### config.mk
export PLATFORM = sky130hd
export DESIGN_NAME = mute_ctl_top
export DESIGN_NICKNAME = d
export VERILOG_FILES = /design/src/rtl/mute_ctl_pkg.sv /design/src/rtl/zero_run_detect.sv /design/src/rtl/gain_ramp.sv /design/src/rtl/sample_scaler.sv /design/src/rtl/mute_ctl_top.sv
export SDC_FILE = /design/constraint.sdc
export NUM_CORES = 1
export LEC_CHECK = 0
export ABC_AREA = 1
export BUFFER_PORTS_ARGS = -buffer_cell sky130_fd_sc_hd__buf_4
export CORE_ASPECT_RATIO = 0.5
export CORE_UTILIZATION = 25
export CTS_BUF_LIST = sky130_fd_sc_hd__clkbuf_8
export DETAILED_ROUTE_END_ITERATION = 8
export GPL_TIMING_DRIVEN = 0
export PLACE_DENSITY = 0.42
export REMOVE_ABC_BUFFERS = 1
export SYNTH_ARGS = -nofsm -noshare
export SYNTH_HDL_FRONTEND = slang
export SYNTH_SLANG_ARGS = --single-unit
### constraint.sdc
create_clock -name clk -period 6.43 [get_ports clk]
set_input_delay 0.643 -clock clk [delete_from_list [all_inputs] [get_ports clk]]
set_output_delay 0.643 -clock clk [all_outputs]
set_load 0.05 [all_outputs]
### src/rtl/mute_ctl_pkg.sv
package mute_ctl_pkg;

  typedef enum logic [1:0] {
    SEL_RELEASE = 2'd0,
    SEL_FORCE   = 2'd1,
    SEL_AUTO    = 2'd2
  } mute_sel_e;

  function automatic mute_sel_e decode_sel(input logic drive_en, input logic level);
    if (!drive_en)  return SEL_AUTO;
    else if (level) return SEL_FORCE;
    else            return SEL_RELEASE;
  endfunction

endpackage

### src/rtl/zero_run_detect.sv
module zero_run_detect #(
  parameter int DW      = 18,
  parameter int RUN_LEN = 64,
  localparam int CW     = $clog2(RUN_LEN + 1)
) (
  input  logic                 clk,
  input  logic                 rst_n,
  input  logic                 smp_en,
  input  logic signed [DW-1:0] left_smp,
  input  logic signed [DW-1:0] right_smp,
  output logic [CW-1:0]        run_cnt,
  output logic                 auto_mute
);

  logic [CW-1:0] cnt_q, cnt_d;
  logic          both_zero;

  assign both_zero = (left_smp == '0) && (right_smp == '0);

  always_comb begin
    cnt_d = cnt_q;
    if (smp_en) begin
      if (!both_zero)                 cnt_d = '0;
      else if (cnt_q != CW'(RUN_LEN)) cnt_d = cnt_q + CW'(1);
    end
  end

  always_ff @(posedge clk or negedge rst_n) begin
    if (!rst_n) cnt_q <= '0;
    else        cnt_q <= cnt_d;
  end

  assign run_cnt   = cnt_q;
  assign auto_mute = (cnt_q == CW'(RUN_LEN));

endmodule

### src/rtl/gain_ramp.sv
module gain_ramp #(
  parameter int STEPS = 256,
  localparam int GW   = $clog2(STEPS) + 1
) (
  input  logic          clk,
  input  logic          rst_n,
  input  logic          smp_en,
  input  logic          mute_req,
  output logic [GW-1:0] gain
);

  logic [GW-1:0] gain_q, gain_d;

  always_comb begin
    gain_d = gain_q;
    if (smp_en) begin
      if (mute_req && gain_q != '0)                   gain_d = gain_q - GW'(1);
      else if (!mute_req && gain_q != GW'(STEPS))     gain_d = gain_q + GW'(1);
    end
  end

  always_ff @(posedge clk or negedge rst_n) begin
    if (!rst_n) gain_q <= GW'(STEPS);
    else        gain_q <= gain_d;
  end

  assign gain = gain_q;

endmodule

### src/rtl/sample_scaler.sv
module sample_scaler #(
  parameter int DW = 18,
  parameter int GW = 9,
  parameter int SH = 8
) (
  input  logic                 clk,
  input  logic                 rst_n,
  input  logic                 smp_en,
  input  logic signed [DW-1:0] din,
  input  logic [GW-1:0]        gain,
  output logic signed [DW-1:0] dout
);

  localparam int PW = DW + GW + 1;

  logic signed [PW-1:0] prod;
  logic signed [DW-1:0] dout_q, dout_d;

  assign prod = PW'(din) * PW'($signed({1'b0, gain}));

  always_comb begin
    dout_d = dout_q;
    if (smp_en) dout_d = DW'(prod >>> SH);
  end

  always_ff @(posedge clk or negedge rst_n) begin
    if (!rst_n) dout_q <= '0;
    else        dout_q <= dout_d;
  end

  assign dout = dout_q;

endmodule

### src/rtl/mute_ctl_top.sv
module mute_ctl_top #(
  parameter int DW         = 18,
  parameter int RUN_LEN    = 64,
  parameter int RAMP_STEPS = 256
) (
  input  logic                 clk,
  input  logic                 rst_n,
  input  logic                 sample_valid,
  input  logic signed [DW-1:0] left_in,
  input  logic signed [DW-1:0] right_in,
  input  logic                 mute_drive_en,
  input  logic                 mute_level,
  output logic signed [DW-1:0] left_out,
  output logic signed [DW-1:0] right_out,
  output logic                 out_valid,
  output logic                 auto_mute_out,
  output logic                 auto_mute_weak_en
);
  import mute_ctl_pkg::*;

  localparam int GW = $clog2(RAMP_STEPS) + 1;
  localparam int SH = $clog2(RAMP_STEPS);
  localparam int CW = $clog2(RUN_LEN + 1);

  logic [GW-1:0]        gain;
  logic [CW-1:0]        run_cnt;
  logic                 auto_mute;
  logic                 mute_req;
  logic                 vld_q;
  mute_sel_e            sel;
  logic signed [DW-1:0] ch_in  [2];
  logic signed [DW-1:0] ch_out [2];

  assign sel = decode_sel(mute_drive_en, mute_level);

  always_comb begin
    case (sel)
      SEL_FORCE:   mute_req = 1'b1;
      SEL_AUTO:    mute_req = auto_mute;
      default:     mute_req = 1'b0;
    endcase
  end

  zero_run_detect #(.DW(DW), .RUN_LEN(RUN_LEN)) u_zrun (
    .clk(clk), .rst_n(rst_n), .smp_en(sample_valid),
    .left_smp(left_in), .right_smp(right_in),
    .run_cnt(run_cnt), .auto_mute(auto_mute)
  );

  gain_ramp #(.STEPS(RAMP_STEPS)) u_ramp (
    .clk(clk), .rst_n(rst_n), .smp_en(sample_valid),
    .mute_req(mute_req), .gain(gain)
  );

  assign ch_in[0] = left_in;
  assign ch_in[1] = right_in;

  for (genvar c = 0; c < 2; c++) begin : g_ch
    sample_scaler #(.DW(DW), .GW(GW), .SH(SH)) u_scale (
      .clk(clk), .rst_n(rst_n), .smp_en(sample_valid),
      .din(ch_in[c]), .gain(gain), .dout(ch_out[c])
    );
  end

  always_ff @(posedge clk or negedge rst_n) begin
    if (!rst_n) vld_q <= 1'b0;
    else        vld_q <= sample_valid;
  end

  assign left_out          = ch_out[0];
  assign right_out         = ch_out[1];
  assign out_valid         = vld_q;
  assign auto_mute_out     = auto_mute;
  assign auto_mute_weak_en = ~mute_drive_en;

endmodule

==> impl_metrics.ini, run 1 <==
[status]
run_status = finished clean

[logic_synthesis]
main_combinational_cell_family_by_area_after_synthesis = adder cells
post_synth_xor_area_fraction_pct = 1.774
synth.cell_area_sq_um = 14810
async_flop_share_pct = 100.0
yosys.area_share.simple_pct = 24.18
yosys.area_share.adder_pct = 44.62
synth-compound-area-share_pct = 4.384
synth-edff-count = 0
synth.lib_cells_used.distinct = 36
postSynthRegisterBits = 53
synthesis.yosys.warnings = 0
post_synth_mux_area_share_pct = 0
synth.yosys.seq_area_share_pct = 8.963
synth.avg_cell_area_sq_um = 7.155
yosys_most_used_dff = sky130_fd_sc_hd__dfrtp_1
syn-instance-count = 2070

[final_layout]
net_count_of_the_finished_layout = 2496
fin_cells = 2850
fillerInstances = 6414
ff_latch_area_sq_um = 1338
n_antenna_cell = 0
most-common-layout-cells = sky130_fd_sc_hd__nand2_1, sky130_fd_sc_hd__inv_1, sky130_fd_sc_hd__fa_1
final_common_cell = sky130_fd_sc_hd__nand2_1
multi_input_combinational_cell_area_sq_um = 11100
drive_above_1_share_pct = 5.764
syn_to_final_growth_pct = 9.917

[floorplan]
row_count = 62
design.core.area_sq_um = 57950
dieArea_sq_um = 60280
initial_core_util_pct = 25.56
num_io_pins = 80
die_h_um = 174.1
fp.dieW_um = 346.2

[sta]
timing.final.max_slew_violations = 0
hold_violations = 0
max_freq_mhz = 180.3
tightestPinTransition_ns = 0.9949
period_needed_ns = 5.545
finalWorstSetupSlack_ns = 0.8848
fin_crit_sh_pct = 86.24
finClkSkew_ns = 0.02679
rsz0062_at_grt = false
timing.final.setup_violations = 0
slew-limit-headroom_pct = 33.67

[placement]
place_ws_ns = 0.8280
place_congestion = 0.8403
post-dp-hpwl_mm = 32.98
placedCellCount = 2842
io_buffer_count = 79

[critical_path]
timing.critical_path.max_delay_family = adder cells
worst-path-max-fanout = 21
worstPathCellList = buf_12 > nand2_1 > fa_1 > inv_1 > fa_1 > inv_1 > fa_1 > inv_1 > fa_1 > inv_1 > fa_1 > inv_1 > ha_1 > nand2_1 > nor3_1 > nand2_1 > a21oi_1 > o21ai_0 > nand3_1 > nand2_1
crit_slowest_cell = sky130_fd_sc_hd__dfrtp_2
critical_path.max_stage_delay_ns = 0.73
cp-start-kind = flop
critical_path_class = flop to flop
path_buf_inv = 6
worstSetupEndpointType = flop
crit_required_ns = 6.68
arrival_ns = 5.79

[global_routing]
grt_util_met1_pct = 19.02
grt_util_met3_pct = 1.273
wire_length_of_the_first_global_routing_pass_mm = 69.55
grt.total_usage_pct = 14.25
antenna_found_initial = 0
maximum_number_of_pins_on_one_net_before_global_route_repair = 54
met2_usage_pct = 25.44
globalRoute.busiestLayer = met2
grt_overflow_total = 0
grt_pass1_vias = 12960

[min_path]
hp-class = primary input to asynchronous set/reset pin

[clock_network]
cts_buffers = 5
ctsHtreeMaxLevel = 2
post_cts_resize_count = 0
clkLatencyLatePin_ns = 0.37
clkTransAtPathRegs_ns = 0.13
post_cts_hold_buffer_count = 0
cts.path.max_buffers = 2
cts_tree = done
setup_fix_buffers_added_after_clock_tree_synthesis = 0
sink_count_of_the_clock_tree = 53
ctsRootBufferMaster = sky130_fd_sc_hd__clkbuf_8

[drt]
via_per_inst = 4.253
wl_per_cell_um = 14.26
routed-via-count = 12120
drt-initial-drc-count = 516
drt_wl_total_mm = 40.63
count_of_nets_left_with_antenna_violations_after_detail_routing = 0
drc = 0
detail_route.first_pass.iterations = 5

[job]
maxCapViolations = 0
==> sequential cells by signal, summed over array words and instances (netlist names) <==
signal and count:
g_ch.u_scale.dout 36, u_zrun.run_cnt 7, u_ramp.gain 9, out_valid 1
==> worst register-to-register path: cells and delay by family (launching register included) <==
family | cells | cell delay, ns
AND/OR/NAND/NOR | 6 | 0.75
AO/OA/AOI/OAI | 2 | 0.33
adder cells (fa/ha/maj) | 6 | 3.02
buffers and inverters | 6 | 0.62
flip-flops | 1 | 0.73
==> kinds of logic (layout without fill, tap and decap cells) <==
kind of cell    count (synthesis)  in the layout
xor+xnor                       30             30
fa+ha+maj                     374            374
compound gates                115            115
simple gates                  875            875
buf+inv                       623            635
flops                          53             53
==> final cells by class <==
class / instances / share of cell area (%)
Multi-Input combinational cell: 1394 / 68.19
Sequential cell: 53 / 8.215
Clock buffer: 5 / 0.4227
Timing Repair Buffer: 86 / 4.642
Tap cell: 768 / 5.902
Inverter: 541 / 12.47
Clock inverter: 3 / 0.1537
==> Yosys cell counts, types with 2 or more instances <==
master,number,share of area [%]
sky130_fd_sc_hd__and2_1,2,0.084
sky130_fd_sc_hd__nand4_1,29,1.2
sky130_fd_sc_hd__xor2_1,14,0.83
sky130_fd_sc_hd__o21ai_1,3,0.10
sky130_fd_sc_hd__nor2_2,2,0.084
sky130_fd_sc_hd__nand2_1,655,17
sky130_fd_sc_hd__nand3_1,86,2.9
sky130_fd_sc_hd__o21ai_2,6,0.35
sky130_fd_sc_hd__nand2_2,3,0.13
sky130_fd_sc_hd__buf_4,2,0.10
sky130_fd_sc_hd__xnor2_1,16,0.95
sky130_fd_sc_hd__nand3b_1,7,0.35
sky130_fd_sc_hd__ha_1,117,9.9
sky130_fd_sc_hd__buf_6,2,0.15
sky130_fd_sc_hd__a21oi_1,56,1.9
sky130_fd_sc_hd__a31oi_1,3,0.13
sky130_fd_sc_hd__buf_1,25,0.63
sky130_fd_sc_hd__inv_1,541,14
sky130_fd_sc_hd__fa_1,257,35
sky130_fd_sc_hd__nor3_1,12,0.41
sky130_fd_sc_hd__o21bai_1,10,0.51
sky130_fd_sc_hd__o21a_1,3,0.15
sky130_fd_sc_hd__nor2_1,65,1.6
sky130_fd_sc_hd__nor3b_1,2,0.10
sky130_fd_sc_hd__dfrtp_1,52,8.8
sky130_fd_sc_hd__or2_2,2,0.084
sky130_fd_sc_hd__buf_2,16,0.54
sky130_fd_sc_hd__clkbuf_1,36,0.91
sky130_fd_sc_hd__o21ai_0,32,1.1
sky130_fd_sc_hd__nor4_1,8,0.34
==> metrics by stage <==
step	area [sq um]	hold WS (ns)	TNS [ns]	util, %
floorplan	14460	0.3474	0	-
global placement	16010	0.4689	-1.009	27.64
detailed placement	16190	0.4688	0	27.93
CTS	16280	0.3506	0	28.10
global route	16280	0.3931	0	28.10
finish	16280	0.3388	0	28.10
==> path summary, 6_finish.rpt <==
| path | cells after the start | end | from | slack (ns) |
|---|---|---|---|---|
| worst max-delay path | 20 | g_ch[0].u_scale.dout[17]$_DFFE_PN0P_ | u_ramp.gain[1]$_DFFE_PN0P_ | 0.88 |
| worst min register to register | 2 | g_ch[0].u_scale.dout[17]$_DFFE_PN0P_ | g_ch[0].u_scale.dout[17]$_DFFE_PN0P_ | 0.49 |
| max in group asynchronous | 1 | u_ramp.gain[7]$_DFFE_PN0P_ | rst_n | 5.54 |
| min in group clk | 2 | g_ch[0].u_scale.dout[17]$_DFFE_PN0P_ | g_ch[0].u_scale.dout[17]$_DFFE_PN0P_ | 0.49 |
| worst min-delay path | 1 | g_ch[0].u_scale.dout[1]$_DFFE_PN0P_ | rst_n | 0.34 |
| worst max register to register | 20 | g_ch[0].u_scale.dout[17]$_DFFE_PN0P_ | u_ramp.gain[1]$_DFFE_PN0P_ | 0.88 |
==> layer usage <==
layer / vias up / share of wire (%)
met3: 25 / 2.0
met2: 95 / 49
met5: - / 0
met1: 5939 / 48
li1: 6062 / -
met4: 0 / 1.1
Power of run 1 is not shown: default switching activity piles up to over one toggle a cycle in this logic, so the estimate is an artifact.
==> run 2, diff against run 1 <==
Settings changed: MAX_ROUTING_LAYER from default to met4.
==> impl_metrics.ini, run 2 (same netlist as run 1, synthesis figures left out) <==
[status]
run_status = finished clean

[critical_path]
critical_path.max_stage_delay_ns = 0.73
path_buf_inv = 6
rr_startpoint = u_ramp.gain[1]$_DFFE_PN0P_
critical_path_class = flop to flop
cp-start-kind = flop
setup_slack_on_the_worst_flop_to_flop_path_ns = 0.87
crit_required_ns = 6.68
worst-r2r-cell-count = 20
arrival_ns = 5.81
worst-path-max-fanout = 21
worst_r2r_endpoint = g_ch[0].u_scale.dout[17]$_DFFE_PN0P_
timing.critical_path.max_delay_family = adder cells
worstPathCellList = buf_12 > nand2_1 > fa_1 > inv_1 > fa_1 > inv_1 > fa_1 > inv_1 > fa_1 > inv_1 > fa_1 > inv_1 > ha_1 > nand2_1 > nor3_1 > nand2_1 > a21oi_1 > o21ai_0 > nand3_1 > nand2_1
crit_slowest_cell = sky130_fd_sc_hd__dfrtp_2
worstSetupEndpointType = flop

[final_layout]
most-common-layout-cells = sky130_fd_sc_hd__nand2_1, sky130_fd_sc_hd__inv_1, sky130_fd_sc_hd__fa_1
finalInstanceArea_sq_um = 16280
largest_register_ffs = 36
final_common_cell = sky130_fd_sc_hd__nand2_1
syn_to_final_growth_pct = 9.917
drive_above_1_share_pct = 5.764
n_antenna_cell = 0
net_count_of_the_finished_layout = 2496

[global_routing]
maximum_number_of_pins_on_one_net_before_global_route_repair = 54
antenna_found_initial = 0
grt_util_met3_pct = 1.134
grt_overflow_total = 0
grt.total_usage_pct = 14.68
grt_util_met1_pct = 19.10
wire_length_of_the_first_global_routing_pass_mm = 69.48
met2_usage_pct = 25.44
grt_pass1_vias = 12970
globalRoute.busiestLayer = met2

[clock_network]
ctsRootBufferMaster = sky130_fd_sc_hd__clkbuf_8
ctsHtreeMaxLevel = 2
clkTransAtPathRegs_ns = 0.13
cts_buffers = 5
post_cts_resize_count = 0
clkLatencyLatePin_ns = 0.37
sink_count_of_the_clock_tree = 53
setup_fix_buffers_added_after_clock_tree_synthesis = 0
cts_tree = done
post_cts_hold_buffer_count = 0
cts.path.max_buffers = 2

[floorplan]
row_count = 62
dieArea_sq_um = 60280
num_io_pins = 80
fp.dieW_um = 346.2
die_h_um = 174.1
design.core.area_sq_um = 57950
initial_core_util_pct = 25.56

[drt]
detail_route.first_pass.iterations = 5
via_per_inst = 4.259
drc = 0
wl_per_cell_um = 14.25
drt_wl_total_mm = 40.61
routed-via-count = 12140
drt-initial-drc-count = 517
count_of_nets_left_with_antenna_violations_after_detail_routing = 0

[sta]
finClkSkew_ns = 0.02643
fin_crit_sh_pct = 86.49
period_needed_ns = 5.562
tightestPinTransition_ns = 0.9910
timing.final.setup_violations = 0
timing.final.max_slew_violations = 0
slew-limit-headroom_pct = 33.93
rsz0062_at_grt = false
whs_ns = 0.3398
max_freq_mhz = 179.8
hold_violations = 0

[min_path]
hp-class = primary input to asynchronous set/reset pin

[placement]
place_congestion = 0.8533
dpl_cell_area_sq_um = 16190
io_buffer_count = 79
post-dp-hpwl_mm = 32.98

[job]
maxCapViolations = 0
run 2: cell type report:
| cell class | count | area (sq um) |
|---|---|---|
| clock buffer | 5 | 68.82 |
| clock inverter | 3 | 25.02 |
| sequential | 53 | 1338 |
| tap | 768 | 960.9 |
| inverter | 541 | 2031 |
| multi-input combinational | 1394 | 11100 |
| fill | 6414 | 41670 |
| timing repair buffer | 86 | 755.7 |
run 2: worst max-delay path by stage:
stage / cells past startpoint / start / slack (ns) / end
2_1_floorplan: 19 / u_ramp.gain[1]$_DFFE_PN0P_ / 1.28 / g_ch[0].u_scale.dout[17]$_DFFE_PN0P_
3_3_place_gp: 19 / u_ramp.gain[1]$_DFFE_PN0P_ / -0.34 / g_ch[0].u_scale.dout[17]$_DFFE_PN0P_
3_5_place_dp: 20 / u_ramp.gain[1]$_DFFE_PN0P_ / 0.83 / g_ch[0].u_scale.dout[17]$_DFFE_PN0P_
4_1_cts: 20 / u_ramp.gain[1]$_DFFE_PN0P_ / 0.81 / g_ch[0].u_scale.dout[17]$_DFFE_PN0P_
5_1_grt: 21 / u_ramp.gain[1]$_DFFE_PN0P_ / 0.51 / g_ch[0].u_scale.dout[17]$_DFFE_PN0P_
6_report: 20 / u_ramp.gain[1]$_DFFE_PN0P_ / 0.87 / g_ch[0].u_scale.dout[17]$_DFFE_PN0P_
run 2: worst register-to-register path, cell delays in order, from the launching register on:
cell and delay (ns):
sky130_fd_sc_hd__dfrtp_2 0.73, sky130_fd_sc_hd__buf_12 0.26, sky130_fd_sc_hd__nand2_1 0.18, sky130_fd_sc_hd__fa_1 0.62
sky130_fd_sc_hd__inv_1 0.14, sky130_fd_sc_hd__fa_1 0.53, sky130_fd_sc_hd__inv_1 0.08, sky130_fd_sc_hd__fa_1 0.54
sky130_fd_sc_hd__inv_1 0.05, sky130_fd_sc_hd__fa_1 0.47, sky130_fd_sc_hd__inv_1 0.05, sky130_fd_sc_hd__fa_1 0.50
sky130_fd_sc_hd__inv_1 0.04, sky130_fd_sc_hd__ha_1 0.37, sky130_fd_sc_hd__nand2_1 0.12, sky130_fd_sc_hd__nor3_1 0.27
sky130_fd_sc_hd__nand2_1 0.08, sky130_fd_sc_hd__a21oi_1 0.20, sky130_fd_sc_hd__o21ai_0 0.13, sky130_fd_sc_hd__nand3_1 0.08
sky130_fd_sc_hd__nand2_1 0.05
run 2: metrics by stage:
stage | setup TNS [ns] | cells | worst slack [ns] | util [%]
global placement | -1.009 | 2835 | -0.3359 | 27.64
floorplan | 0 | 1988 | 1.276 | -
finish | 0 | 2850 | 0.8685 | 28.10
CTS | 0 | 2850 | 0.8091 | 28.10
detailed placement | 0 | 2842 | 0.8280 | 27.93
global route | 0 | 2850 | 0.5061 | 28.10
run 2: per-layer routing:
| layer | routed length [um] | share of wire [%] |
|---|---|---|
| met2 | 19910 | 49 |
| met4 | 444 | 1.1 |
| met5 | 0 | 0 |
| met3 | 866 | 2.1 |
| met1 | 19390 | 48 |
Power of run 2 is left out for the same reason.
==> run 3, diff against run 2 <==
Settings changed: BUFFER_PORTS_ARGS -buffer_cell sky130_fd_sc_hd__buf_4 to default, CTS_BUF_LIST sky130_fd_sc_hd__clkbuf_8 to default, DONT_BUFFER_PORTS from default to 1, PLACE_DENSITY 0.42 to 0.41, SYNTH_HIERARCHICAL from default to 1.
==> impl_metrics.ini, run 3 <==
[status]
run_status = finished clean

[clock_network]
ctsHtreeMaxLevel = 2
setup_fix_buffers_added_after_clock_tree_synthesis = 0
clkTransAtPathRegs_ns = 0.09
cts_tree = done
ctsRootBufferMaster = sky130_fd_sc_hd__clkbuf_16
clkLatencyLatePin_ns = 0.33
sink_count_of_the_clock_tree = 53
cts_buffers = 5
post_cts_resize_count = 0
post_cts_hold_buffer_count = 1
cts.path.max_buffers = 2

[critical_path]
critical_path.startpoint = u_ramp/gain[8]$_DFFE_PN1P_
worstSetupEndpointType = flop
worst_r2r_endpoint = g_ch[0].u_scale/dout[7]$_DFFE_PN0P_
crit_required_ns = 6.70
setup_slack_on_the_worst_flop_to_flop_path_ns = 0.97
critical_path_class = flop to flop
worst-r2r-cell-count = 19
worst-path-max-fanout = 41
rr_startpoint = u_ramp/gain[8]$_DFFE_PN1P_
arrival_ns = 5.73
setup.worst_path.end = g_ch[0].u_scale/dout[7]$_DFFE_PN0P_
cp-start-kind = flop

[logic_synthesis]
synth.yosys.seq_area_share_pct = 8.773
synth.lib_cells_used.distinct = 41
synth.avg_cell_area_sq_um = 7.094
synthesis.yosys.warnings = 6
yosys_most_used_dff = sky130_fd_sc_hd__dfrtp_1
netlist_top_cells_count = sky130_fd_sc_hd__nand2_1, sky130_fd_sc_hd__inv_1, sky130_fd_sc_hd__fa_1
post-synth-top-area-cell = sky130_fd_sc_hd__fa_1
synth-compound-area-share_pct = 3.448
synth-edff-count = 0
post_synth_xor_area_fraction_pct = 1.794
async_flop_share_pct = 100.0
yosysTopAreaCellShare_pct = 34.00
syn-instance-count = 2133
yosys.area_share.adder_pct = 43.67
yosys.area_share.simple_pct = 25.89
synth.cell_area_sq_um = 15130
post_synth_mux_area_share_pct = 0
main_combinational_cell_family_by_area_after_synthesis = adder cells
netlist_top_cells_area = sky130_fd_sc_hd__fa_1, sky130_fd_sc_hd__nand2_1, sky130_fd_sc_hd__inv_1, sky130_fd_sc_hd__ha_1, sky130_fd_sc_hd__dfrtp_1
postSynthRegisterBits = 53
yosys.cell_count.top_type = sky130_fd_sc_hd__nand2_1

[global_routing]
antenna_found_initial = 2
wire_length_of_the_first_global_routing_pass_mm = 68.93
grt.total_usage_pct = 14.53
grt_pass1_vias = 13050
grt_overflow_total = 0
maximum_number_of_pins_on_one_net_before_global_route_repair = 53

[final_layout]
drive_above_1_share_pct = 4.257
n_antenna_cell = 0
largest_register_ffs = 36
most-common-layout-cells = sky130_fd_sc_hd__nand2_1, sky130_fd_sc_hd__inv_1, sky130_fd_sc_hd__fa_1
final_common_cell = sky130_fd_sc_hd__nand2_1
net_count_of_the_finished_layout = 2481
syn_to_final_growth_pct = 6.326

[drt]
routed-via-count = 11980
drt-initial-drc-count = 480
detail_route.first_pass.iterations = 5
count_of_nets_left_with_antenna_violations_after_detail_routing = 0
via_per_inst = 4.161
drc = 0
drt_wl_total_mm = 41.21
wl_per_cell_um = 14.31

[floorplan]
fp.dieW_um = 349.9
dieArea_sq_um = 61580
die_h_um = 176.0
num_io_pins = 80
row_count = 63
design.core.area_sq_um = 59510
initial_core_util_pct = 25.43

[placement]
post-dp-hpwl_mm = 33.23
io_buffer_count = 0
place_congestion = 0.8234

[sta]
hold_violations = 0
slew-limit-headroom_pct = 24.05
fin_crit_sh_pct = 84.85
max_freq_mhz = 183.3
timing.final.max_slew_violations = 0
rsz0062_at_grt = false
period_needed_ns = 5.456
tightestPinTransition_ns = 1.129
whs_ns = 0.1499
finClkSkew_ns = 0.007676
timing.final.setup_violations = 0

[min_path]
hp-class = primary input to asynchronous set/reset pin

[job]
maxCapViolations = 0
-- run 3: changes by cell type after synthesis, moves of 8 or more --
cell	previous run	this run
sky130_fd_sc_hd__nor4_1	8	0
sky130_fd_sc_hd__buf_2	16	7
sky130_fd_sc_hd__nand2_2	3	20
sky130_fd_sc_hd__nor2_2	2	13
sky130_fd_sc_hd__nor2_1	65	78
sky130_fd_sc_hd__o21ai_0	32	23
sky130_fd_sc_hd__nand2_1	655	690
sky130_fd_sc_hd__nand3_1	86	74
sky130_fd_sc_hd__inv_2	0	16
sky130_fd_sc_hd__clkbuf_1	36	59
sky130_fd_sc_hd__buf_1	25	6
sky130_fd_sc_hd__o21ai_1	3	11
-- run 3: area by class of cell --
class,count,area [sq um]
Clock buffer,5,125.1
Clock inverter,3,28.78
Fill cell,6626,43420
Inverter,558,2095
Multi-Input combinational cell,1440,11320
Sequential cell,53,1338
Tap cell,812,1016
Timing Repair Buffer,8,167.7
-- run 3: cells by family after synthesis --
kind of cell             after synthesis
AO/OA/AOI/OAI                         99
adder cells (fa/ha/maj)              374
XOR/XNOR                              31
AND/OR/NAND/NOR                      936
flip-flops                            53
buffers and inverters                640
-- run 3: critical path, stage by stage (launching register included) --
cell                      delay (ns)
sky130_fd_sc_hd__dfstp_2        1.25
sky130_fd_sc_hd__nand2_1        0.10
sky130_fd_sc_hd__inv_1          0.09
sky130_fd_sc_hd__ha_1           0.25
sky130_fd_sc_hd__fa_1           0.51
sky130_fd_sc_hd__fa_1           0.51
sky130_fd_sc_hd__fa_1           0.54
sky130_fd_sc_hd__inv_1          0.05
sky130_fd_sc_hd__fa_1           0.52
sky130_fd_sc_hd__inv_1          0.04
sky130_fd_sc_hd__ha_1           0.40
sky130_fd_sc_hd__nand2_1        0.17
sky130_fd_sc_hd__o21ai_0        0.29
sky130_fd_sc_hd__nand2_1        0.09
sky130_fd_sc_hd__nand2_1        0.09
sky130_fd_sc_hd__inv_1          0.04
sky130_fd_sc_hd__nand2_1        0.07
sky130_fd_sc_hd__xor2_1         0.20
sky130_fd_sc_hd__nand2_1        0.09
sky130_fd_sc_hd__nand2_1        0.06
-- run 3: layer usage --
layer  GRT usage (%)  vias to the layer above  routed length, um
met5               -                        -                  0
met4           2.083                        0                466
met3           1.707                       26                897
met2           25.04                       82              20030
met1           18.66                     5844              19820
li1                -                     6027                  -
-- run 3: how the worst min path moves through the flow --
stage | to | depth (start not counted)
floorplan | g_ch[0].u_scale/dout[0]$_DFFE_PN0P_ | 0
global placement | out_valid$_DFF_PN0_ | 0
detailed placement | out_valid$_DFF_PN0_ | 0
CTS | u_ramp/gain[8]$_DFFE_PN1P_ | 0
global route | u_ramp/gain[8]$_DFFE_PN1P_ | 0
finish | u_ramp/gain[8]$_DFFE_PN1P_ | 0
-- run 3: metrics by stage --
step	std cells	setup WS (ns)	TNS, ns	utilization (%)	cell area (sq um)
after floorplan	2051	1.291	0	-	14740
after global placement	2863	-0.1102	-0.1102	26.48	15760
after detailed placement	2870	0.9797	0	26.73	15910
after CTS	2879	0.9462	0	27.03	16090
after global routing	2879	0.5987	0	27.03	16090
final	2879	0.9743	0	27.03	16090
Power of run 3 is left out for the same reason.
